<file path="src/rtl/pwm_pkg.sv">
package pwm_pkg;

    typedef enum logic [1:0] {
        SRC_TAP  = 2'd0,
        SRC_DIVA = 2'd1,
        SRC_DIVB = 2'd2,
        SRC_OFF  = 2'd3
    } src_e;

    typedef enum logic {
        ALIGN_EDGE   = 1'b0,
        ALIGN_CENTER = 1'b1
    } align_e;

    typedef enum logic {
        DIR_UP   = 1'b0,
        DIR_DOWN = 1'b1
    } dir_e;

    // Map a clock-select code onto its tick source.
    function automatic src_e src_of(input logic [7:0] sel, input int ntaps);
        if (int'(sel) < ntaps)       return SRC_TAP;
        else if (int'(sel) == ntaps) return SRC_DIVA;
        else if (int'(sel) == ntaps + 1) return SRC_DIVB;
        else                         return SRC_OFF;
    endfunction

endpackage

</file>
<file path="src/rtl/pwm_prescale.sv">
module pwm_prescale #(
    parameter int NTAPS = 11
) (
    input  logic             clk,
    input  logic             rst,
    input  logic             run,
    output logic [NTAPS-1:0] tap
);
    localparam int PW = (NTAPS > 1) ? NTAPS - 1 : 1;

    logic [PW-1:0] pcnt;

    always_ff @(posedge clk) begin
        if (rst || !run) pcnt <= '0;
        else             pcnt <= pcnt + 1'b1;
    end

    // Tap k strobes once every 2^k cycles.
    for (genvar k = 0; k < NTAPS; k++) begin : g_tap
        if (k == 0) begin : g_t0
            assign tap[k] = run;
        end else begin : g_tk
            assign tap[k] = run && (&pcnt[k-1:0]);

            // a slower tap only fires together with the next faster one
            a_r2_tap_nested: assert property (@(posedge clk) disable iff (rst)
                tap[k] |-> tap[k-1]);
        end
    end

endmodule

</file>
<file path="src/rtl/pwm_lindiv.sv">
module pwm_lindiv #(
    parameter int NTAPS = 11,
    parameter int DIV_W = 8,
    parameter int SEL_W = 4
) (
    input  logic             clk,
    input  logic             rst,
    input  logic             run,
    input  logic [NTAPS-1:0] tap,
    input  logic [SEL_W-1:0] tap_sel,
    input  logic [DIV_W-1:0] div,
    output logic             strobe
);
    logic [DIV_W-1:0] dcnt;
    logic             src_tick;
    logic             at_end;

    always_comb begin
        if (int'(tap_sel) < NTAPS) src_tick = tap[tap_sel];
        else                       src_tick = 1'b0;
    end

    assign at_end = (dcnt >= div - 1'b1);

    always_ff @(posedge clk) begin
        if (rst || !run || div == '0) begin
            dcnt <= '0;
        end else if (src_tick) begin
            dcnt <= at_end ? '0 : dcnt + 1'b1;
        end
    end

    assign strobe = run && src_tick && (div != '0) && at_end;

endmodule

</file>
<file path="src/rtl/pwm_tick_gen.sv">
module pwm_tick_gen
    import pwm_pkg::*;
#(
    parameter int NTAPS = 11,
    parameter int DIV_W = 8,
    parameter int SEL_W = 4
) (
    input  logic             clk,
    input  logic             rst,
    input  logic             run,
    input  logic [SEL_W-1:0] csel,
    input  logic [SEL_W-1:0] a_tap,
    input  logic [DIV_W-1:0] a_div,
    input  logic [SEL_W-1:0] b_tap,
    input  logic [DIV_W-1:0] b_div,
    output logic             tick
);
    localparam int NLIN = 2;

    logic [NTAPS-1:0] tap;
    logic [NLIN-1:0]  lin;
    logic [SEL_W-1:0] lin_tap [NLIN];
    logic [DIV_W-1:0] lin_div [NLIN];

    assign lin_tap[0] = a_tap;
    assign lin_tap[1] = b_tap;
    assign lin_div[0] = a_div;
    assign lin_div[1] = b_div;

    pwm_prescale #(.NTAPS(NTAPS)) u_pre (
        .clk (clk),
        .rst (rst),
        .run (run),
        .tap (tap)
    );

    for (genvar i = 0; i < NLIN; i++) begin : g_lin
        pwm_lindiv #(.NTAPS(NTAPS), .DIV_W(DIV_W), .SEL_W(SEL_W)) u_div (
            .clk     (clk),
            .rst     (rst),
            .run     (run),
            .tap     (tap),
            .tap_sel (lin_tap[i]),
            .div     (lin_div[i]),
            .strobe  (lin[i])
        );
    end

    always_comb begin
        case (src_of(8'(csel), NTAPS))
            SRC_TAP:  tick = tap[csel];
            SRC_DIVA: tick = lin[0];
            SRC_DIVB: tick = lin[1];
            default:  tick = 1'b0;
        endcase
    end

endmodule

</file>
<file path="src/rtl/pwm_counter.sv">
module pwm_counter
    import pwm_pkg::*;
#(
    parameter int CNT_W = 16
) (
    input  logic             clk,
    input  logic             rst,
    input  logic             run,
    input  logic             tick,
    input  logic [CNT_W-1:0] cfg_period,
    input  logic [CNT_W-1:0] cfg_duty,
    input  logic             cfg_pol,
    input  logic             cfg_center,
    output logic [CNT_W-1:0] cnt,
    output logic [CNT_W-1:0] duty_sh,
    output logic             pol_sh,
    output logic             run_q,
    output logic             bnd
);
    logic [CNT_W-1:0] per_sh;
    logic [CNT_W-1:0] last_v;
    align_e           align_sh;
    dir_e             dir;
    logic             wrap;

    assign last_v = (per_sh == '0) ? '0 : per_sh - 1'b1;

    always_comb begin
        if (align_sh == ALIGN_EDGE) wrap = tick && (cnt >= last_v);
        else                        wrap = tick && (dir == DIR_DOWN) && (cnt == '0);
    end

    always_ff @(posedge clk) begin
        if (rst) begin
            cnt      <= '0;
            dir      <= DIR_UP;
            per_sh   <= '0;
            duty_sh  <= '0;
            pol_sh   <= 1'b0;
            align_sh <= ALIGN_EDGE;
            run_q    <= 1'b0;
            bnd      <= 1'b0;
        end else begin
            run_q <= run;
            bnd   <= 1'b0;
            if (!run || wrap) begin
                cnt      <= '0;
                dir      <= DIR_UP;
                per_sh   <= cfg_period;
                duty_sh  <= cfg_duty;
                pol_sh   <= cfg_pol;
                align_sh <= align_e'(cfg_center);
                bnd      <= run;
            end else if (tick) begin
                if (align_sh == ALIGN_EDGE) begin
                    cnt <= cnt + 1'b1;
                end else if (dir == DIR_UP) begin
                    if (cnt >= last_v) dir <= DIR_DOWN;
                    else               cnt <= cnt + 1'b1;
                end else begin
                    cnt <= cnt - 1'b1;
                end
            end
        end
    end

    // the count never passes the last value of the loaded period
    a_r4_cnt_bound: assert property (@(posedge clk) disable iff (rst)
        run_q |-> cnt <= last_v);

    // a boundary marker always coincides with a zero count
    a_r10_bnd_at_zero: assert property (@(posedge clk) disable iff (rst)
        bnd |-> (cnt == '0 && run_q));

    // a disabled channel holds zero and raises no marker
    a_r8_idle_zero: assert property (@(posedge clk) disable iff (rst)
        !run |=> (cnt == '0 && !bnd));

    // shadows hold between boundaries while running
    a_r7_shadow_hold: assert property (@(posedge clk) disable iff (rst)
        (run && !wrap) |=> ($stable(per_sh) && $stable(duty_sh) &&
                            $stable(pol_sh) && $stable(align_sh)));

endmodule

</file>
<file path="src/rtl/pwm_out_stage.sv">
module pwm_out_stage #(
    parameter int CNT_W = 16
) (
    input  logic             clk,
    input  logic             rst,
    input  logic             run_q,
    input  logic [CNT_W-1:0] cnt,
    input  logic [CNT_W-1:0] duty_sh,
    input  logic             pol_sh,
    output logic             pwm_out
);
    logic active;

    assign active  = run_q && (cnt >= duty_sh);
    assign pwm_out = active ? ~pol_sh : pol_sh;

    // a zero threshold with steady shadows gives a steady output
    a_r9_no_glitch: assert property (@(posedge clk) disable iff (rst)
        (run_q && $past(run_q) && duty_sh == '0 &&
         $stable(duty_sh) && $stable(pol_sh)) |-> $stable(pwm_out));

    // the start of a period shows the start level when duty is nonzero
    a_r6_start_level: assert property (@(posedge clk) disable iff (rst)
        (run_q && cnt == '0 && duty_sh != '0) |-> (pwm_out == pol_sh));

endmodule

</file>
<file path="src/rtl/pwm_channel.sv">
module pwm_channel
    import pwm_pkg::*;
#(
    parameter int  NTAPS = 11,
    parameter int  DIV_W = 8,
    parameter int  CNT_W = 16,
    localparam int SEL_W = $clog2(NTAPS + 2)
) (
    input  logic             clk,
    input  logic             rst,
    input  logic             cfg_en,
    input  logic [SEL_W-1:0] cfg_csel,
    input  logic [SEL_W-1:0] cfg_diva_tap,
    input  logic [DIV_W-1:0] cfg_diva,
    input  logic [SEL_W-1:0] cfg_divb_tap,
    input  logic [DIV_W-1:0] cfg_divb,
    input  logic [CNT_W-1:0] cfg_period,
    input  logic [CNT_W-1:0] cfg_duty,
    input  logic             cfg_pol,
    input  logic             cfg_center,
    output logic             pwm_out,
    output logic             period_start
);
    logic             tick;
    logic [CNT_W-1:0] cnt;
    logic [CNT_W-1:0] duty_sh;
    logic             pol_sh;
    logic             run_q;

    pwm_tick_gen #(.NTAPS(NTAPS), .DIV_W(DIV_W), .SEL_W(SEL_W)) u_tick (
        .clk   (clk),
        .rst   (rst),
        .run   (cfg_en),
        .csel  (cfg_csel),
        .a_tap (cfg_diva_tap),
        .a_div (cfg_diva),
        .b_tap (cfg_divb_tap),
        .b_div (cfg_divb),
        .tick  (tick)
    );

    pwm_counter #(.CNT_W(CNT_W)) u_cnt (
        .clk        (clk),
        .rst        (rst),
        .run        (cfg_en),
        .tick       (tick),
        .cfg_period (cfg_period),
        .cfg_duty   (cfg_duty),
        .cfg_pol    (cfg_pol),
        .cfg_center (cfg_center),
        .cnt        (cnt),
        .duty_sh    (duty_sh),
        .pol_sh     (pol_sh),
        .run_q      (run_q),
        .bnd        (period_start)
    );

    pwm_out_stage #(.CNT_W(CNT_W)) u_out (
        .clk     (clk),
        .rst     (rst),
        .run_q   (run_q),
        .cnt     (cnt),
        .duty_sh (duty_sh),
        .pol_sh  (pol_sh),
        .pwm_out (pwm_out)
    );

endmodule

</file>
<file path="config.mk">
export PLATFORM = sky130hd
export DESIGN_NAME = pwm_channel
export DESIGN_NICKNAME = d
export VERILOG_FILES = /design/src/rtl/pwm_pkg.sv /design/src/rtl/pwm_prescale.sv /design/src/rtl/pwm_lindiv.sv /design/src/rtl/pwm_tick_gen.sv /design/src/rtl/pwm_counter.sv /design/src/rtl/pwm_out_stage.sv /design/src/rtl/pwm_channel.sv
export SDC_FILE = /design/constraint.sdc
export NUM_CORES = 1
export LEC_CHECK = 0
export ABC_AREA = 1
export BUFFER_PORTS_ARGS = -buffer_cell sky130_fd_sc_hd__buf_4
export CORE_UTILIZATION = 55
export CTS_BUF_LIST = sky130_fd_sc_hd__clkbuf_16
export DETAILED_ROUTE_END_ITERATION = 10
export PLACE_DENSITY = 0.82
export RECOVER_POWER = 100
export SETUP_SLACK_MARGIN = 0.02
export SLEW_MARGIN = 20
export SYNTH_ARGS = -nofsm -noshare
export SYNTH_HDL_FRONTEND = slang
export SYNTH_HIERARCHICAL = 1
export SYNTH_SLANG_ARGS = --single-unit
</file>
<file path="constraint.sdc">
create_clock -name clk -period 3.5 [get_ports clk]
set_input_delay 0.7 -clock clk [delete_from_list [all_inputs] [get_ports clk]]
set_output_delay 0.7 -clock clk [all_outputs]
set_load 0.03 [all_outputs]
</file>
==> results.yml <==
run_status:
  status: "complete, no violations"
cts:
  clk_path_buf_depth: 2
  cts_root_buffer: "clkbuf_16"
  ctsHtreeMaxLevel: 3
  cts_buffers: 9
  cts_tree: "done"
  cts_sinks: 79
  clk_pin_slew_worst_paths_ns: 0.06
  hold_buffers: 0
  clk_latency_ns: 0.34
pwr:
  p_per_area_mw_per_mm2: 282.6
  p_leak_nw: 4.379
  vdd_ir_drop_max_mv: 0.3547
drt:
  drtAntennaViolNets: 0
  drc: 0
  viasPerCell: 5.507
  wirelength_um: 20100
  drtPass1Iterations: 8
  first_iter_violations: 693
  wl_per_cell_um: 14.03
  vias: 7892
setup_path:
  crit_top_cell: "nand2_2"
  crit_slowest_cell: "dfxtp_2"
  path_class: "register to register"
  critPathCapture: "u_cnt/duty_sh[10]"
  max_stage_delay_ns: 0.36
  reg2reg_slack_ns: 0.12
  worstSetupStartpoint: "u_tick/u_pre/pcnt[0]"
  cp-end-kind: "register"
  r2r_cells: 30
  cp.arrival_ns: 3.66
  required_ns: 3.78
  crit-reg2reg-launch: "u_tick/u_pre/pcnt[0]"
  path_max_fanout: 5
  critPathLaunchType: "register"
  worstReg2RegEnd: "u_cnt/duty_sh[10]"
synthesis:
  ys_seq_elements: 79
  yosys_warnings: 6
  syn_area_mm2: 0.007411
  ys_types: 42
  synthArstFlopShare_pct: 0
  netlist_top_cells_area: "dfxtp_1, nand2_1, ha_1"
  synth_common_cells: "nand2_1, inv_1, nor2_1, nand3_1, dfxtp_1"
  synth_flop_cell: "dfxtp_1"
  postSynthCellCount: 1162
  yosysTopAreaCellShare_pct: 21.34
  syn_area_per_cell_um2: 6.378
  synth.most_common_cell: "nand2_1"
  seq_area_frac_synth_pct: 21.34
  synth-edff-count: 0
  synth_top_area_cell: "dfxtp_1"
  syn-num-nets: 1290
die:
  start_util_pct: 56.18
  dieArea_mm2: 0.01394
  io_pins: 67
  rows: 42
  fp.dieW_um: 118.1
  fp.dieH_um: 118.1
  core_area_mm2: 0.01319
finish:
  fill_cells: 1087
  drive_gt1_share_pct: 20.45
  antenna_cells: 0
  nets: 1382
  area_growth_pct: 18.74
placement:
  place_hpwl_um: 12930
  place.gp.congestion: 0.9175
  port_buffers: 66
timing:
  tightest_slew_ns: 1.019
  finalClockSkew_ns: 0.006272
  finalSetupViolations: 0
  fmax_ghz: 0.2962
  tns_ns: 0
  min_period_ns: 3.376
  rsz0062_at_grt: "yes"
  whs_ns: 0.4824
  slew_headroom_pct: 31.99
  finalCritPeriodShare_pct: 96.47
  finalMaxSlewViolations: 0
  hold_violations: 0
worst_hold_path:
  worstHoldPathType: "register to register"
global_route:
  grt_start_max_net_pins: 42
  grt_pass1_vias: 6894
  antenna_found_initial: 0
  grt_pass1_wl_um: 30780
  overflow: 0
  track_usage_pct: 26.59
run:
  cap_violations: 0
[worst min path at each step]
stage,end,slack (ns),start,depth (start not counted)
3_3_place_gp,u_cnt/duty_sh[5],0.47,u_cnt/duty_sh[5],2
3_5_place_dp,u_cnt/duty_sh[9],0.47,u_cnt/duty_sh[9],2
4_1_cts,u_cnt/duty_sh[1],0.48,u_cnt/duty_sh[1],2
6_report,u_cnt/duty_sh[1],0.48,u_cnt/duty_sh[1],2
5_1_grt,u_cnt/duty_sh[6],0.50,u_cnt/duty_sh[6],2
2_1_floorplan,u_tick/u_pre/pcnt[0],0.44,u_tick/u_pre/pcnt[0],1
[per-layer routing]
layer | routed length (µm) | GRT usage (%)
met4 | 720 | 11.14
met5 | 0 | 0
met2 | 9583 | 46.21
met1 | 8275 | 31.98
met3 | 1523 | 4.893
[metrics by stage]
step	power, W	util [%]	cell area (µm²)	setup WS, ns	std cells
floorplan	0.001318	-	7418	0.04815	1162
global placement	0.001454	61.56	8120	-0.09604	1400
detailed placement	0.001467	61.56	8120	-0.1665	1400
CTS	0.002459	64.65	8527	0.02649	1419
global route	0.002599	66.71	8800	-0.09164	1433
finish	0.002487	66.71	8800	0.1236	1433
[registers in the layout (all words and copies together) (netlist names), 10 cells and up]
register,count
u_tick/u_pre/pcnt,10
u_tick/g_lin.u_div/dcnt,16
u_cnt/duty_sh,16
u_cnt/per_sh,16
u_cnt/cnt,16
[critical path: cells and delay by family (launching register included)]
family	cells	cell delay, ns
simple gates	19	1.72
buf+inv	5	0.46
compound gates	4	0.43
flops	1	0.36
fa+ha+maj	2	0.34
[repair_timing]
action / in CTS / in global routing
pin swaps: 3 / 24
endpoints found under the setup margin: 36 / 52
gates resized for setup: 7 / 40
gates cloned: 2 / 6
buffers inserted: 3 / 8
[layout by cell type (no fill, tap or decap), drive strengths merged, types with 4 or more instances in the layout]
cell	netlist	layout
nor3	14	14
buf	33	110
ha	63	63
dfxtp	79	79
or2	4	4
clkbuf	4	10
xor2	24	24
o21ai	18	18
nor2	133	133
a21oi	49	49
nand3	127	129
inv	156	158
nand2	375	380
nand3b	4	4
xnor2	11	11
nand4	54	54
[final cells by class]
type / instances / area, µm² / area share [%]
clock buffers: 9 / 225.2 / 2.559
clock inverters: 5 / 76.32 / 0.8673
inverters: 158 / 595.6 / 6.768
multi-input cells: 895 / 5189 / 58.96
flip-flops and latches: 79 / 1587 / 18.03
well taps: 176 / 220.2 / 2.502
repair buffers: 111 / 907.1 / 10.31
[cell families (layout without fill, tap and decap cells)]
family                   Yosys count  after routing  share of synthesized area (%)
AND/OR/NAND/NOR                  716            723                          46.38
buffers and inverters            195            283                          11.87
flip-flops                        79             79                          21.34
AO/OA/AOI/OAI                     74             74                          5.639
adder cells (fa/ha/maj)           63             63                          10.64
XOR/XNOR                          35             35                          4.136
[power breakdown]
part           internal [W]  switching, W  total (W)  leakage [nW]
clock              0.000613      0.000372   0.000985         0.149
combinational      0.000224      0.000319   0.000543          3.58
sequential         0.000929     0.0000301   0.000959         0.645
No activity file was read; power rests on OpenSTA's default activity.
